File: src/rtl/vlc_pkg.sv
package vlc_pkg;

    typedef enum logic [1:0] {
        ST_IDLE   = 2'd0,
        ST_SKIP   = 2'd1,
        ST_ACTIVE = 2'd2,
        ST_DONE   = 2'd3
    } vlc_state_e;

endpackage

File: src/rtl/vlc_href_edge.sv
module vlc_href_edge (
    input  logic clk,
    input  logic rst_n,
    input  logic href,
    input  logic href_pol,
    output logic line_edge
);
    logic act_now;
    logic act_q;

    assign act_now = href_pol ? href : ~href;

    // Reset to the active level so a reference held active through reset
    // does not produce a spurious edge.
    always_ff @(posedge clk) begin
        if (!rst_n) act_q <= 1'b1;
        else        act_q <= act_now;
    end

    assign line_edge = act_now & ~act_q;

endmodule

File: src/rtl/vlc_line_fsm.sv
module vlc_line_fsm
    import vlc_pkg::*;
#(
    parameter int OFFS_W = 12,
    parameter int CNT_W  = 12
) (
    input  logic              clk,
    input  logic              rst_n,
    input  logic              line_edge,
    input  logic              qual,
    input  logic [OFFS_W-1:0] start_offset,
    input  logic [CNT_W-1:0]  active_count,
    output logic              emit,
    output logic              emit_first,
    output logic [CNT_W-1:0]  emit_idx
);
    localparam logic [CNT_W-1:0] IDX_ONE = CNT_W'(1);

    vlc_state_e        st_q, st_d, cur_st;
    logic [OFFS_W-1:0] skip_q, skip_d, cur_skip;
    logic [CNT_W-1:0]  idx_q, idx_d, cur_idx;
    logic [CNT_W:0]    idx_plus;

    // State register process
    always_ff @(posedge clk) begin
        if (!rst_n) begin
            st_q   <= ST_IDLE;
            skip_q <= '0;
            idx_q  <= '0;
        end else begin
            st_q   <= st_d;
            skip_q <= skip_d;
            idx_q  <= idx_d;
        end
    end

    // An edge overrides the registered state in its own cycle (line_start)
    always_comb begin
        cur_st   = line_edge ? ST_SKIP : st_q;
        cur_skip = line_edge ? '0      : skip_q;
        cur_idx  = line_edge ? '0      : idx_q;
    end

    assign idx_plus = {1'b0, cur_idx} + {{CNT_W{1'b0}}, 1'b1};

    // Next-state and emit process
    always_comb begin
        st_d       = cur_st;
        skip_d     = cur_skip;
        idx_d      = cur_idx;
        emit       = 1'b0;
        emit_first = 1'b0;
        emit_idx   = cur_idx;
        if (qual) begin
            unique case (cur_st)
                ST_IDLE: begin
                    st_d = ST_IDLE;
                end
                ST_SKIP: begin
                    if (cur_skip == start_offset) begin
                        if (active_count == '0) begin
                            st_d = ST_DONE;                  // short_line
                        end else begin
                            emit       = 1'b1;
                            emit_first = 1'b1;
                            emit_idx   = '0;
                            if (active_count == IDX_ONE) begin
                                st_d = ST_DONE;              // short_line
                            end else begin
                                st_d  = ST_ACTIVE;           // offset_hit
                                idx_d = IDX_ONE;
                            end
                        end
                    end else begin
                        skip_d = cur_skip + 1'b1;
                    end
                end
                ST_ACTIVE: begin
                    emit     = 1'b1;
                    emit_idx = cur_idx;
                    if (idx_plus == {1'b0, active_count}) begin
                        st_d = ST_DONE;                      // count_end
                    end else begin
                        idx_d = idx_plus[CNT_W-1:0];
                    end
                end
                ST_DONE: begin
                    st_d = ST_DONE;
                end
                default: st_d = ST_IDLE;
            endcase
        end
    end

    // an edge in an unqualified cycle leaves SKIP armed at count zero
    p_restart_r9: assert property (@(posedge clk) disable iff (!rst_n)
        (line_edge && !qual) |=> (st_q == ST_SKIP && skip_q == '0));

    // without strobe or edge the counters and state hold
    p_hold_no_qual_r4: assert property (@(posedge clk) disable iff (!rst_n)
        (!line_edge && !qual) |=> ($stable(st_q) && $stable(skip_q) && $stable(idx_q)));

    // nothing leaves IDLE except an edge
    p_idle_needs_edge_r1: assert property (@(posedge clk) disable iff (!rst_n)
        (st_q == ST_IDLE && !line_edge) |=> (st_q == ST_IDLE));

endmodule

File: src/rtl/vlc_out_stage.sv
module vlc_out_stage #(
    parameter int DATA_W = 16,
    parameter int CNT_W  = 12
) (
    input  logic              clk,
    input  logic              rst_n,
    input  logic              emit,
    input  logic              emit_first,
    input  logic [CNT_W-1:0]  emit_idx,
    input  logic [DATA_W-1:0] pix_data,
    output logic [DATA_W-1:0] out_data,
    output logic              out_valid,
    output logic              out_sol,
    output logic [CNT_W-1:0]  out_index
);
    always_ff @(posedge clk) begin
        if (!rst_n) begin
            out_valid <= 1'b0;
            out_sol   <= 1'b0;
            out_data  <= '0;
            out_index <= '0;
        end else begin
            out_valid <= emit;
            out_sol   <= emit & emit_first;
            if (emit) begin
                out_data  <= pix_data;
                out_index <= emit_idx;
            end
        end
    end

endmodule

File: src/rtl/vid_line_capture.sv
module vid_line_capture #(
    parameter int DATA_W = 16,
    parameter int OFFS_W = 12,
    parameter int CNT_W  = 12
) (
    input  logic              clk,
    input  logic              rst_n,
    input  logic [DATA_W-1:0] pix_data,
    input  logic              pix_qual,
    input  logic              href,
    input  logic              href_pol,
    input  logic [OFFS_W-1:0] start_offset,
    input  logic [CNT_W-1:0]  active_count,
    output logic [DATA_W-1:0] out_data,
    output logic              out_valid,
    output logic              out_sol,
    output logic [CNT_W-1:0]  out_index
);
    logic             line_edge;
    logic             emit;
    logic             emit_first;
    logic [CNT_W-1:0] emit_idx;

    vlc_href_edge u_edge (
        .clk       (clk),
        .rst_n     (rst_n),
        .href      (href),
        .href_pol  (href_pol),
        .line_edge (line_edge)
    );

    vlc_line_fsm #(.OFFS_W(OFFS_W), .CNT_W(CNT_W)) u_fsm (
        .clk          (clk),
        .rst_n        (rst_n),
        .line_edge    (line_edge),
        .qual         (pix_qual),
        .start_offset (start_offset),
        .active_count (active_count),
        .emit         (emit),
        .emit_first   (emit_first),
        .emit_idx     (emit_idx)
    );

    vlc_out_stage #(.DATA_W(DATA_W), .CNT_W(CNT_W)) u_out (
        .clk        (clk),
        .rst_n      (rst_n),
        .emit       (emit),
        .emit_first (emit_first),
        .emit_idx   (emit_idx),
        .pix_data   (pix_data),
        .out_data   (out_data),
        .out_valid  (out_valid),
        .out_sol    (out_sol),
        .out_index  (out_index)
    );

    p_valid_needs_qual_r4: assert property (@(posedge clk) disable iff (!rst_n)
        out_valid |-> $past(pix_qual));

    p_sol_index_zero_r6: assert property (@(posedge clk) disable iff (!rst_n)
        out_sol |-> (out_valid && out_index == '0));

    p_data_pass_r8: assert property (@(posedge clk) disable iff (!rst_n)
        out_valid |-> (out_data == $past(pix_data)));

endmodule

File: config.mk
export PLATFORM = sky130hd
export DESIGN_NAME = vid_line_capture
export DESIGN_NICKNAME = d
export VERILOG_FILES = /design/src/rtl/vlc_pkg.sv /design/src/rtl/vlc_href_edge.sv /design/src/rtl/vlc_line_fsm.sv /design/src/rtl/vlc_out_stage.sv /design/src/rtl/vid_line_capture.sv
export SDC_FILE = /design/constraint.sdc
export NUM_CORES = 1
export LEC_CHECK = 0
export ABC_CLOCK_PERIOD_IN_PS = 4200
export BUFFER_PORTS_ARGS = -buffer_cell sky130_fd_sc_hd__clkbuf_2
export CAP_MARGIN = 15
export CORE_MARGIN = 3
export CORE_UTILIZATION = 26
export CTS_CLUSTER_DIAMETER = 80
export DETAILED_ROUTE_END_ITERATION = 7
export HOLD_SLACK_MARGIN = 0.05
export SLEW_MARGIN = 20
export SYNTH_ARGS = -nofsm -noshare
export SYNTH_HDL_FRONTEND = slang
export SYNTH_SLANG_ARGS = --single-unit
File: constraint.sdc
create_clock -name clk -period 4.2 [get_ports clk]
set_input_delay 0.42 -clock clk [delete_from_list [all_inputs] [get_ports clk]]
set_output_delay 0.42 -clock clk [all_outputs]
set_load 0.1 [all_outputs]
; ---- Word level (Yosys, flattened, before mapping)
; Cells that the tools add are included.
[word_totals]
in_bits = 45
regBits = 57
wordCells = 51
out_inout_bits = 30
[op_classes]
n_mux = 29
n_addsub = 2
n_eq_ne = 6
bitwise = 4
reduce_logical = 2
[ops]
columns = operator, count
row1 = 12-bit 2-to-1 mux, 14
row2 = 12-bit case mux with 2 select lines, 1
row3 = "12-bit by 1-bit adder with 13-bit output, second input constant", 1
row4 = 13-bit by 12-bit equality test with 1-bit output, 1
row5 = "12-bit by 1-bit adder with 12-bit output, second input constant", 1
row6 = "12-bit by 1-bit equality test with 1-bit output, second input constant", 1
row7 = 12-bit equality test, 1
row8 = 12-bit logical NOT, 1
row9 = 2-bit 2-to-1 mux, 5
row10 = 2-bit case mux with 4 select lines, 1
row11 = 1-bit 2-to-1 mux, 7
row12 = "2-bit equality test, second input constant", 2
row13 = 1-bit AND, 2
row14 = "2-bit by 1-bit equality test with 1-bit output, second input constant", 1
row15 = 2-bit logical NOT, 1
row16 = 1-bit NOT, 2
row17 = 1-bit case mux with 2 select lines, 1

; ---- Logic depth before layout (Yosys ltp)
; Gate-level depths: netlist of the first run.
[depth]
depth_word = 9
depth_mapped = 16
mapped_depth_nobuf = 12

; ---- By module
; Synthesis of the first run repeated with hierarchy kept, for this count alone.
[unflattened]
cells_unflattened = 430
hier_area_um2 = 3746.1
[modules_own_cells]
columns = module, area_each_um2, cells_each, seq_area_each_um2, instances
row1 = vlc_line_fsm, 2558.7, 331, 520.5, 1
row2 = vlc_out_stage, 1151.1, 95, 600.6, 1
row3 = vlc_href_edge, 36.3, 4, 20.0, 1

; ---- Least setup slack after synthesis of the first run
; OpenSTA, ideal clock, no wires.
[synth_path]
path_type = input to register
from = input port href_pol
to = register u_fsm.idx_q[4]
t_arrival_ns = 3.573
setup_ns = 0.074
setup_slack_ns = 0.553
path_stages = 16
t_required_ns = 4.126
n_path_buf = 4
path_cell_list = xor2_1 > or2_2 > clkbuf_1 > clkbuf_1 > and2_1 > ha_1 > nand3_4 > buf_6 > nor3_1 > xnor2_1 > o32ai_1 > a211oi_1 > and4_4 > buf_6 > or4_1 > a31oi_1
[synth_via]
elab_chain_cells = 8
elab_cells_between_ends = 16
classes_between = add/sub: 1 / eq/ne: 4 / mux: 10 / bitwise: 1
[synth_rtl]
columns = item, line_no
row1 = start: declaration, vid_line_capture.sv:11  ; input logic href_pol,
row2 = 1-bit 2-to-1 mux (*), vlc_href_edge.sv:11  ; assign act_now = href_pol ? href : ~href;
row3 = 1-bit AND (*), vlc_href_edge.sv:20  ; assign line_edge = act_now & ~act_q;
row4 = 12-bit 2-to-1 mux, vlc_line_fsm.sv:41  ; cur_idx = line_edge ? '0 : idx_q;
row5 = 12-bit by 1-bit adder with 13-bit output / 12-bit 2-to-1 mux (equally long branches), "vlc_line_fsm.sv:44, vlc_line_fsm.sv:67"
row6 = 13-bit by 12-bit equality test with 1-bit output / 12-bit 2-to-1 mux (equally long branches), "vlc_line_fsm.sv:81, vlc_line_fsm.sv:61"
row7 = "12-bit 2-to-1 mux, on equally long branches", "vlc_line_fsm.sv:81, vlc_line_fsm.sv:60"
row8 = 12-bit case mux with 2 select lines, vlc_line_fsm.sv:55  ; unique case (cur_st)
row9 = 12-bit 2-to-1 mux (*), vlc_line_fsm.sv:54  ; if (qual) begin
row10 = end signal: assignment, vlc_line_fsm.sv:33  ; idx_q <= idx_d;
row11 = end: declaration, vlc_line_fsm.sv:21  ; logic [CNT_W-1:0] idx_q, idx_d, cur_idx;
; Every way passes the cells marked *; elsewhere a longest branch is shown, timed or not.
; A chain may end at the register's enable or synchronous reset.

; ---- Worst setup path in the final report of the first run
[layout_path]
from = input port href_pol
to = register u_fsm.idx_q[10]
; Same word-level chain as after synthesis.

==> results.ini, run 1 <==
[outcome]
run_status=complete, no violations

[global_route]
antenna_found_initial=0
track_usage_pct=13.3
grt_pass1_vias=3070
grt_max_degree=22
grt_overflow=0
grt_pass1_wl_um=15300

[route]
wl_per_cell_um=14.5
avgViaCountPerCell=4.97
routed_wl_um=9030
drtIter0Drc=159
drc_errors=0
drt-pass1-iter-count=4
vias=3098
drt.antenna.violating_nets=0

[setup_path]
cp_top_family=simple AND/OR/NAND/NOR gates
crit_path_max_incr_delay_ns=0.35
crit_required_ns=4.45
cp_max_fo=11
cp-startpoint=href_pol
arrival_ns=3.85
cp-end-kind=flop
cp.buffers_inverters=2
critPathLaunchType=input port
r2r_start=u_fsm.idx_q[0]
path_cells=clkbuf_2 > xor2_1 > or2_2 > and2_1 > ha_1 > nand3_4 > o31a_1 > or3_1 > a221o_1 > o21ai_1 > nand4_1 > buf_4 > a21oi_1 > a2bb2oi_1
slowest_stage=nand4_1
crit_type=input port to flop

[clock_network]
cts_root_buf=clkbuf_16
clkTransAtPathRegs_ns=0.05
cts_tree=done
numCtsBuffers=9
cts.sinks=57
post_cts_buffers=0
cts-resized-gates=0
h-tree-depth=3
clk_latency_ns=0.32
cts_buffer_depth=2
hold_buffers=0

[cells_and_area]
fin_area_mm2=0.00413
drive_above_1_share_pct=23.7
n_antenna_cell=0
layout_commonest_cell=clkbuf_2
fin_nets=501
fin_cells=623
fillers=1269
mostFrequentLayoutCells=clkbuf_2, dfxtp_1, nor2_1
fin_util_pct=33.9
syn_to_final_growth_pct=26.1

[timing]
slew_headroom_pct=36.4
fmax_mhz=277
tns_ns=0
finalCritPeriodShare_pct=85.8
finalSetupViolCount=0
hold_viol=0
period_needed_ns=3.61
worstMarginPinSlew_ns=0.950
maxSlewViolCount=0
skew_ns=0.00590
grt_setup_unrepaired=false

[logic_synthesis]
syn_area_mm2=0.00327
syn_nets=430
async_reset_ff_share_pct=0
synth.largest_area_cell=dfxtp_1
synth_top_cell_area_share_pct=34.9
seq_area_frac_synth_pct=34.9
avgSynthCellArea_um2=8.64
synth_ff_type=dfxtp_1
synth_area_leaders=dfxtp_1, mux2i_1, nor2_1
ys_types=66
netlist_instances=379
synth_edf_count=0
yosys_warnings=0
synth-seq-cells=57

[die]
core_area_mm2=0.0122
io-pin-count=75
rows=40
dieHeight_um=118
initial_core_util_pct=26.9
die-area_mm2=0.0140
fp.dieW_um=118

[flow_run]
cap_violations=0

[min_path]
worst_hold_path_type=input port to flop
worstHoldStart=pix_data[8]

[power_and_ir_drop]
p_per_area_mw_per_mm2=358
leakage_nw=1.71
ir_worst_vdd_uv=246

[placement]
io_buffers=74
dp_cells=607
hpwl_um=6820
gp_congestion=0.878
postPlaceCellArea_mm2=0.00379

==> metrics by stage <==
step / total power [W] / worst slack [ns] / hold slack (ns)
after floorplan: 0.000624 / 0.553 / 0.482
after global placement: 0.000668 / 0.396 / 0.462
after detailed placement: 0.000670 / 0.317 / 0.469
after CTS: 0.00150 / 0.644 / 0.319
after global routing: 0.00154 / 0.322 / 0.332
final: 0.00148 / 0.595 / 0.325
==> final cells by class <==
type	count	area (um2)	share of cell area (%)
clock buffer	12	267	6.46
sequential	57	1140	27.6
tap	168	210	5.09
timing repair buffer	79	408	9.88
clock inverter	4	73.8	1.79
multi-input combinational	286	1960	47.6
inverter	17	63.8	1.55
==> state kept, by name, indices dropped and copies added (netlist names) <==
signal,count
u_out.out_data,16
u_fsm.idx_q,12
u_fsm.skip_q,12
u_out.out_index,12
u_fsm.st_q,2
u_edge.act_q,1
u_out.out_sol,1
u_out.out_valid,1
==> report_power, final <==
part	switching, W	total, W	internal, W
combinational	0.0000624	0.000106	0.0000440
clock	0.000250	0.000817	0.000567
sequential	0.00000640	0.000553	0.000547
total	0.000319	0.00148	0.00116
==> cells by family after synthesis <==
| family | count (synthesis) | share of synthesized area, % |
|---|---|---|
| buffers and inverters | 36 | 5.12 |
| AO/OA/AOI/OAI | 82 | 18.7 |
| XOR/XNOR | 19 | 5.08 |
| multiplexers | 24 | 7.45 |
| AND/OR/NAND/NOR | 155 | 26.5 |
| adder cells (fa/ha/maj) | 6 | 2.29 |
| flip-flops | 57 | 34.9 |
==> metal layers <==
metal  vias to the layer above  routed length, um  GRT usage, %
met2                       119               4140          21.9
met5                         -                  0             0
met1                      1417               4080          16.7
met3                        15                654          3.88
li1                       1547                  -             -
met4                         0                166          4.69
==> path summary, 6_finish.rpt <==
kind,slack [ns],to,cells after the start
setup reg to reg,0.77,u_fsm.idx_q[10],11
setup / recovery,0.59,u_fsm.idx_q[10],14
hold reg to reg,0.48,u_out.out_index[7],1
hold / removal,0.32,u_out.out_data[8],3
==> cells in the mapped netlist, drive strengths merged (4+ instances only) <==
master / n
inv: 17
buf: 10
nand2: 24
dfxtp: 57
a31oi: 10
or4: 7
nor3: 6
nor2: 40
o22ai: 4
xor2: 4
nor4: 9
o21ai: 9
clkbuf: 9
and2: 8
a32o: 4
or2: 4
o211ai: 7
a22o: 10
nand4: 6
ha: 6
xnor2: 15
nand2b: 8
a21oi: 9
nor2b: 9
mux2i: 21
nand3: 19
==> tightest hold or removal path: cells and delay by family <==
family | cells | cell delay, ns
buffers and inverters | 1 | 0.07
and+or+nand+nor | 1 | 0.07
muxes | 1 | 0.05
Power figures use the tool's default switching activity.
==> run 2: changes to the inputs <==
--- a/config.mk
+++ b/config.mk
@@ -16,4 +16,5 @@
 export SLEW_MARGIN = 20
 export SYNTH_ARGS = -nofsm -noshare
 export SYNTH_HDL_FRONTEND = slang
+export SYNTH_HIERARCHICAL = 1
 export SYNTH_SLANG_ARGS = --single-unit
==> run 2 against run 1 <==
Against the previous run: sequential power shrank 2%; via count grew 11%; die area grew 14%; power shrank 4.0%; routed wire length grew 14%; critical path depth is the same; clock skew grew 0.0030 ns; sequential share of layout area shrank 2.5 points; highest routed layer unchanged.
==> results.ini, run 2 <==
[min_path]
worst_hold_path_type=input port to flop  ; unchanged

[setup_path]
slowest_stage=or4_4  ; was nand4_1
crit_type=input port to flop  ; unchanged
path_cells=clkbuf_2 > xor2_1 > nor2_2 > inv_2 > nand2_1 > inv_1 > ha_1 > nand3_2 > or4_4 > a211o_1 > a2111o_1 > or4_4 > and3_1 > a311o_1  ; was clkbuf_2 > xor2_1 > or2_2 > and2_1 > ha_1 > nand3_4 > o31a_1 > or3_1 > a221o_1 > o21ai_1 > nand4_1 > buf_4 > a21oi_1 > a2bb2oi_1
crit_required_ns=4.42  ; was 4.45 ns
crit_path_max_incr_delay_ns=0.64  ; was 0.35 ns
cp_max_fo=19  ; was 11
critPathLaunchType=input port  ; unchanged
arrival_ns=3.89  ; was 3.85 ns
crit_top_cell=or4_4
cp-end-kind=flop  ; unchanged

[route]
wl_met3_um=680  ; was 654 um
routed_wl_um=10300  ; was 9030 um
drc_errors=0  ; unchanged
avgViaCountPerCell=5.05  ; was 4.97
wl_met2_um=4700  ; was 4140 um
drt.antenna.violating_nets=0  ; unchanged
maxUsedRoutingLayer=met4  ; unchanged
vias=3428  ; was 3098
drtIter0Drc=252  ; was 159
wl_per_cell_um=15.1  ; was 14.5 um
drt-pass1-iter-count=4  ; unchanged
wl_met1_um=4690  ; was 4080 um

[power_and_ir_drop]
ir_worst_vdd_uv=191  ; was 246 uV
p_per_area_mw_per_mm2=313  ; was 358 mW/mm2
leakage_nw=1.74  ; was 1.71 nW

[logic_synthesis]
syn_area_mm2=0.00375  ; was 0.00327 mm2
synth-seq-cells=57  ; unchanged
synth_ff_type=dfxtp_1  ; unchanged
synth_area_leaders=dfxtp_1, mux2i_1, nor2b_1  ; was dfxtp_1, mux2i_1, nor2_1
syn_nets=481  ; was 430
avgSynthCellArea_um2=8.71  ; was 8.64 um2
netlist_instances=430  ; was 379
synth_edf_count=0  ; unchanged
seq_area_frac_synth_pct=30.5  ; was 34.9%
synth.largest_area_cell=dfxtp_1  ; unchanged
yosysMostFrequentCell=dfxtp_1  ; unchanged
synth_top_cells_by_count=dfxtp_1, nor2b_1, mux2i_1  ; was dfxtp_1, nor2_1, nand2_1
ys_types=71  ; was 66
synth_top_cell_area_share_pct=30.5  ; was 34.9%
async_reset_ff_share_pct=0  ; unchanged
yosys_warnings=6  ; was 0

[cells_and_area]
multi_input_area_mm2=0.00236  ; was 0.00196 mm2
layout_commonest_cell=clkbuf_2  ; unchanged
largest_register_ffs=16  ; unchanged
syn_to_final_growth_pct=20.9  ; was 26.1%
mostFrequentLayoutCells=clkbuf_2, dfxtp_1, nor2b_1  ; was clkbuf_2, dfxtp_1, nor2_1
fin_util_pct=32.4  ; was 33.9%
n_antenna_cell=0  ; unchanged
fin_nets=547  ; was 501
regMostFlops=u_out/out_data  ; was u_out.out_data
fillers=1471  ; was 1269
final-seq-area_mm2=0.00114  ; unchanged
drive_above_1_share_pct=23.8  ; was 23.7%

[clock_network]
h-tree-depth=3  ; unchanged
cts_root_buf=clkbuf_16  ; unchanged
cts-resized-gates=0  ; unchanged
post_cts_buffers=0  ; unchanged
clkTransAtPathRegs_ns=0.06  ; was 0.05 ns
cts_tree=done  ; unchanged
cts.sinks=57  ; unchanged
numCtsBuffers=9  ; unchanged
hold_buffers=0  ; unchanged
clk_latency_ns=0.33  ; was 0.32 ns
cts_buffer_depth=2  ; unchanged

[placement]
gp_congestion=0.876  ; was 0.878
hpwl_um=7530  ; was 6820 um
io_buffers=74  ; unchanged

[timing]
grt_setup_unrepaired=false  ; unchanged
fmax_mhz=272  ; was 277 MHz
worstMarginPinSlew_ns=0.792  ; was 0.950 ns
slew_headroom_pct=47.1  ; was 36.4%
tns_ns=0  ; unchanged
maxSlewViolCount=0  ; unchanged
skew_ns=0.00893  ; was 0.00590 ns
period_needed_ns=3.67  ; was 3.61 ns
finalSetupViolCount=0  ; unchanged
finalCritPeriodShare_pct=87.4  ; was 85.8%
hold_viol=0  ; unchanged

[die]
die-area_mm2=0.0159  ; was 0.0140 mm2
core_area_mm2=0.0140  ; was 0.0122 mm2
rows=43  ; was 40
dieHeight_um=126  ; was 118 um
fp.dieW_um=126  ; was 118 um
io-pin-count=75  ; unchanged
initial_core_util_pct=26.8  ; was 26.9%

[outcome]
run_status=complete, no violations  ; unchanged

[global_route]
grt_pass1_vias=3374  ; was 3070
grt_pass1_wl_um=16900  ; was 15300 um
track_usage_pct=13.1  ; was 13.3%
grt_overflow=0  ; unchanged
antenna_found_initial=0  ; unchanged
grt_max_degree=50  ; was 22

[flow_run]
cap_violations=0  ; unchanged

==> run 2: per-layer routing <==
metal | GRT usage, % | vias up
met5 | 0 | -
met4 | 5.93 | 0
met3 | 3.18 | 12
met2 | 21.1 | 113
met1 | 16.6 | 1613
li1 | - | 1690
==> run 2: final timing paths <==
check | slack [ns] | startpoint | to | cells past startpoint
max | 0.53 | href_pol | u_fsm/idx_q[6] | 14
min | 0.35 | pix_data[0] | u_out/out_data[0] | 3
max reg2reg | 0.72 | u_fsm/idx_q[0] | u_fsm/idx_q[6] | 9
min reg2reg | 0.52 | u_out/out_data[13] | u_out/out_data[13] | 2
==> run 2: area by class of cell <==
type                            instances  share of cell area, %
Clock inverter                          4                   1.55
Tap cell                              180                   4.97
Sequential cell                        57                   25.2
Clock buffer                           10                   5.06
Timing Repair Buffer                   83                   9.94
Inverter                               14                   1.16
Multi-Input combinational cell        331                   52.1
==> run 2: power breakdown <==
part	switching, W	internal (W)
Sequential	0.00000118	0.000543
Combinational	0.0000591	0.0000459
Clock	0.000258	0.000510
==> run 2: metrics by stage <==
step | std cells | setup WS, ns | total power [W] | cell area [um2] | hold slack (ns)
finish | 679 | 0.530 | 0.00142 | 4530 | 0.347
global route | 679 | 0.407 | 0.00147 | 4530 | 0.366
CTS | 679 | 0.564 | 0.00144 | 4520 | 0.334
detailed placement | 665 | 0.226 | 0.000661 | 4220 | 0.509
global placement | 665 | 0.331 | 0.000659 | 4220 | 0.494
floorplan | 430 | 0.0389 | 0.000616 | 3750 | 0.482
==> run 2: critical path: cells and delay by family <==
family / cells / cell delay, ns
and+or+nand+nor: 6 / 1.77
AOI/OAI and AO/OA: 3 / 0.99
xor gates and xnor gates: 1 / 0.28
buffers and inverters: 3 / 0.25
adders and majority gates: 1 / 0.19
==> run 2: cell families (layout without fill, tap and decap cells) <==
logic type                 Yosys count  in the layout  synth area share (%)
AOI/OAI and AO/OA                   59             59                  13.3
muxes                               36             36                  9.65
and+or+nand+nor                    203            203                  31.2
buffers and inverters               42            111                  6.78
adders and majority gates            6              6                  2.00
DFF                                 57             57                  30.5
xor gates and xnor gates            27             27                  6.68
==> run 3: changes to the inputs <==
--- a/config.mk
+++ b/config.mk
@@ -5,14 +5,16 @@
 export SDC_FILE = /design/constraint.sdc
 export NUM_CORES = 1
 export LEC_CHECK = 0
+export ABC_AREA = 1
 export ABC_CLOCK_PERIOD_IN_PS = 4200
 export BUFFER_PORTS_ARGS = -buffer_cell sky130_fd_sc_hd__clkbuf_2
 export CAP_MARGIN = 15
 export CORE_MARGIN = 3
-export CORE_UTILIZATION = 26
+export CORE_UTILIZATION = 56
 export CTS_CLUSTER_DIAMETER = 80
 export DETAILED_ROUTE_END_ITERATION = 7
 export HOLD_SLACK_MARGIN = 0.05
+export PLACE_DENSITY = 0.81
 export SLEW_MARGIN = 20
 export SYNTH_ARGS = -nofsm -noshare
 export SYNTH_HDL_FRONTEND = slang
==> run 3 against run 2 <==
Against the previous run: sequential cell count unchanged; non-clock buffer count down 4; largest cell class unchanged; first-iteration DRC count up 4.4%; clock-buffer cell count up 3; core utilization up 36 points; maximum frequency up 13%; final cell count up 14%; clock skew up 0.0029 ns.
==> results.ini, run 3 <==
[clock_network]
cts_root_buf=clkbuf_8  ; was clkbuf_16
post_cts_buffers=0  ; unchanged
clk_latency_ns=0.34  ; was 0.33 ns
cts_buffer_depth=2  ; unchanged
hold_buffers=0  ; unchanged
h-tree-depth=3  ; unchanged
clkTransAtPathRegs_ns=0.07  ; was 0.06 ns
cts-resized-gates=0  ; unchanged
numCtsBuffers=9  ; unchanged
cts.sinks=57  ; unchanged
cts_tree=done  ; unchanged

[route]
drc_errors=0  ; unchanged
drt-pass1-iter-count=5  ; was 4
routed_wl_um=10100  ; was 10300 um
drtIter0Drc=263  ; was 252
avgViaCountPerCell=5.43  ; was 5.05
vias=4202  ; was 3428
wl_per_cell_um=13.0  ; was 15.1 um
drt.antenna.violating_nets=0  ; unchanged

[global_route]
grt_overflow=0  ; unchanged
grt_pass1_vias=3845  ; was 3374
grtUsageMet3_pct=5.90  ; was 3.18%
grt_busiest_layer=met2  ; unchanged
grt_pass1_wl_um=16300  ; was 16900 um
gr-usage-met2_pct=45.1  ; was 21.1%
antenna_found_initial=0  ; unchanged
grt_max_degree=52  ; was 50
use_met1_pct=29.8  ; was 16.6%
track_usage_pct=25.9  ; was 13.1%

[timing]
skew_ns=0.0119  ; was 0.00893 ns
hold_viol=0  ; unchanged
period_needed_ns=3.25  ; was 3.67 ns
grt_setup_unrepaired=false  ; unchanged
slew_headroom_pct=34.8  ; was 47.1%
final.setup.worst_slack_ns=0.951  ; was 0.530 ns
maxSlewViolCount=0  ; unchanged
worstMarginPinSlew_ns=0.978  ; was 0.792 ns
finalCritPeriodShare_pct=77.4  ; was 87.4%
tns_ns=0  ; unchanged
finalSetupViolCount=0  ; unchanged
fmax_mhz=308  ; was 272 MHz

[power_and_ir_drop]
p_per_area_mw_per_mm2=291  ; was 313 mW/mm2
ir_worst_vdd_uv=193  ; was 191 uV
sw_frac_of_total_pct=24.4  ; was 22.4%
sequentialPowerShare_pct=42.7  ; was 38.4%
clkPwrFrac_pct=45.8  ; was 54.2%
report.power.total_w=0.00130  ; was 0.00142 W
internal_power_w=0.000980  ; was 0.00110 W
pwr-share-comb_pct=11.5  ; was 7.4%
switchingPower_w=0.000317  ; was 0.000318 W
leakage_nw=2.24  ; was 1.74 nW

[logic_synthesis]
async_reset_ff_share_pct=0  ; unchanged
synth_top_cells_by_count=nand2_1, nor2_1, inv_1  ; was dfxtp_1, nor2b_1, mux2i_1
syn_area_mm2=0.00386  ; was 0.00375 mm2
synth_edf_count=0  ; unchanged
seq_area_frac_synth_pct=29.5  ; was 30.5%
ys_types=36  ; was 71
synth_top_cell_area_share_pct=29.5  ; was 30.5%
synth_area_leaders=dfxtp_1, nand2_1, nor2_1  ; was dfxtp_1, mux2i_1, nor2b_1
yosysMostFrequentCell=nand2_1  ; was dfxtp_1
synth.largest_area_cell=dfxtp_1  ; unchanged
syn_nets=674  ; was 481
synth-seq-cells=57  ; unchanged
avgSynthCellArea_um2=6.20  ; was 8.71 um2
netlist_instances=623  ; was 430
synth_ff_type=dfxtp_1  ; unchanged
yosys_warnings=6  ; unchanged

[cells_and_area]
largest_register_ffs=16  ; unchanged
n_antenna_cell=0  ; unchanged
drive_above_1_share_pct=19.7  ; was 23.8%
layout_commonest_cell=nand2_1  ; was clkbuf_2
fillers=593  ; was 1471
multi_input_area_mm2=0.00222  ; was 0.00236 mm2
final-seq-area_mm2=0.00114  ; unchanged
fin_util_pct=68.4  ; was 32.4%
regMostFlops=u_out/out_data  ; unchanged
mostFrequentLayoutCells=nand2_1, nor2_1, inv_1  ; was clkbuf_2, dfxtp_1, nor2b_1
fin_nets=744  ; was 547
syn_to_final_growth_pct=15.6  ; was 20.9%

[setup_path]
crit_required_ns=4.45  ; was 4.42 ns
critPathLaunchType=input port  ; unchanged
crit_top_cell=nand2_1  ; was or4_4
crit_type=input port to flop  ; unchanged
cp-end-kind=flop  ; unchanged
cp_max_fo=28  ; was 19
slowest_stage=nand2_2  ; was or4_4
crit_path_max_incr_delay_ns=0.38  ; was 0.64 ns
arrival_ns=3.50  ; was 3.89 ns

[placement]
io_buffers=74  ; unchanged
pre_cts_ws_ns=0.710  ; was 0.226 ns
gp_congestion=0.986  ; was 0.876
hpwl_um=7400  ; was 7530 um

[die]
die-area_mm2=0.00793  ; was 0.0159 mm2
initial_core_util_pct=59.2  ; was 26.8%
fp.dieW_um=89.1  ; was 126 um
dieHeight_um=89.1  ; was 126 um
core_area_mm2=0.00653  ; was 0.0140 mm2
rows=29  ; was 43
io-pin-count=75  ; unchanged

[outcome]
run_status=complete, no violations  ; unchanged

[min_path]
worst_hold_path_type=input port to flop  ; unchanged

[flow_run]
cap_violations=0  ; unchanged

-- run 3: changes by cell type after synthesis, moves of 14 or more --
cell,delta
nor2b_1,-40
o21ai_0,+27
nand2_2,+16
mux2i_1,-35
inv_1,+83
a21oi_1,+20
nor2_1,+71
nand2_1,+133
nand3_1,+14
-- run 3: stage by stage --
| stage | instance area (um2) | std cells | hold slack [ns] |
|---|---|---|---|
| after floorplan | 3860 | 623 | 0.486 |
| after global placement | 4240 | 759 | 0.457 |
| after detailed placement | 4240 | 759 | 0.464 |
| after CTS | 4470 | 774 | 0.323 |
| after global routing | 4470 | 774 | 0.336 |
| final | 4470 | 774 | 0.332 |
-- run 3: worst max-delay path: cells and delay by family --
family / cells / cell delay (ns)
AND/OR/NAND/NOR: 18 / 2.10
adder cells (fa/ha/maj): 1 / 0.23
buffers and inverters: 5 / 0.60
AO/OA/AOI/OAI: 1 / 0.12
-- run 3: worst paths after layout --
path | depth (start not counted) | from | end | slack, ns
min reg2reg | 2 | u_out/out_index[10] | u_out/out_index[10] | 0.48
min | 2 | pix_qual | u_fsm/st_q[1] | 0.33
max reg2reg | 21 | u_edge/act_q | u_fsm/st_q[0] | 0.99
max | 25 | href | u_fsm/st_q[0] | 0.95
-- run 3: layout make-up --
| class | instances | share of cell area [%] |
|---|---|---|
| Clock buffer | 13 | 3.78 |
| Clock inverter | 2 | 1.34 |
| Inverter | 99 | 8.38 |
| Multi-Input combinational cell | 447 | 49.6 |
| Sequential cell | 57 | 25.6 |
| Tap cell | 77 | 2.16 |
| Timing Repair Buffer | 79 | 9.13 |
-- run 3: power by group through the flow --
stage / Combinational, W / Sequential [W] / Clock [W]
5_1_grt: 0.000167 / 0.000554 / 0.000628
6_report: 0.000149 / 0.000554 / 0.000595
3_5_place_dp: 0.000146 / 0.000566 / 0
4_1_cts: 0.000146 / 0.000554 / 0.000602
2_1_floorplan: 0.000101 / 0.000564 / 0
3_3_place_gp: 0.000143 / 0.000566 / 0
-- run 3: layer usage --
layer / part of all wire (%) / vias to the layer above
li1: - / 2080
met1: 39 / 1862
met2: 50 / 222
met3: 7.7 / 38
met4: 3.4 / 0
met5: 0 / -
-- run 3: kinds of logic (layout without fill, tap and decap cells) --
group | Yosys count | in the layout | synth area share [%]
xor gates and xnor gates | 15 | 15 | 3.40
and+or+nand+nor | 351 | 351 | 39.5
adders and majority gates | 6 | 6 | 1.94
DFF | 57 | 57 | 29.5
AOI/OAI and AO/OA | 75 | 75 | 12.2
buffers and inverters | 119 | 193 | 13.4
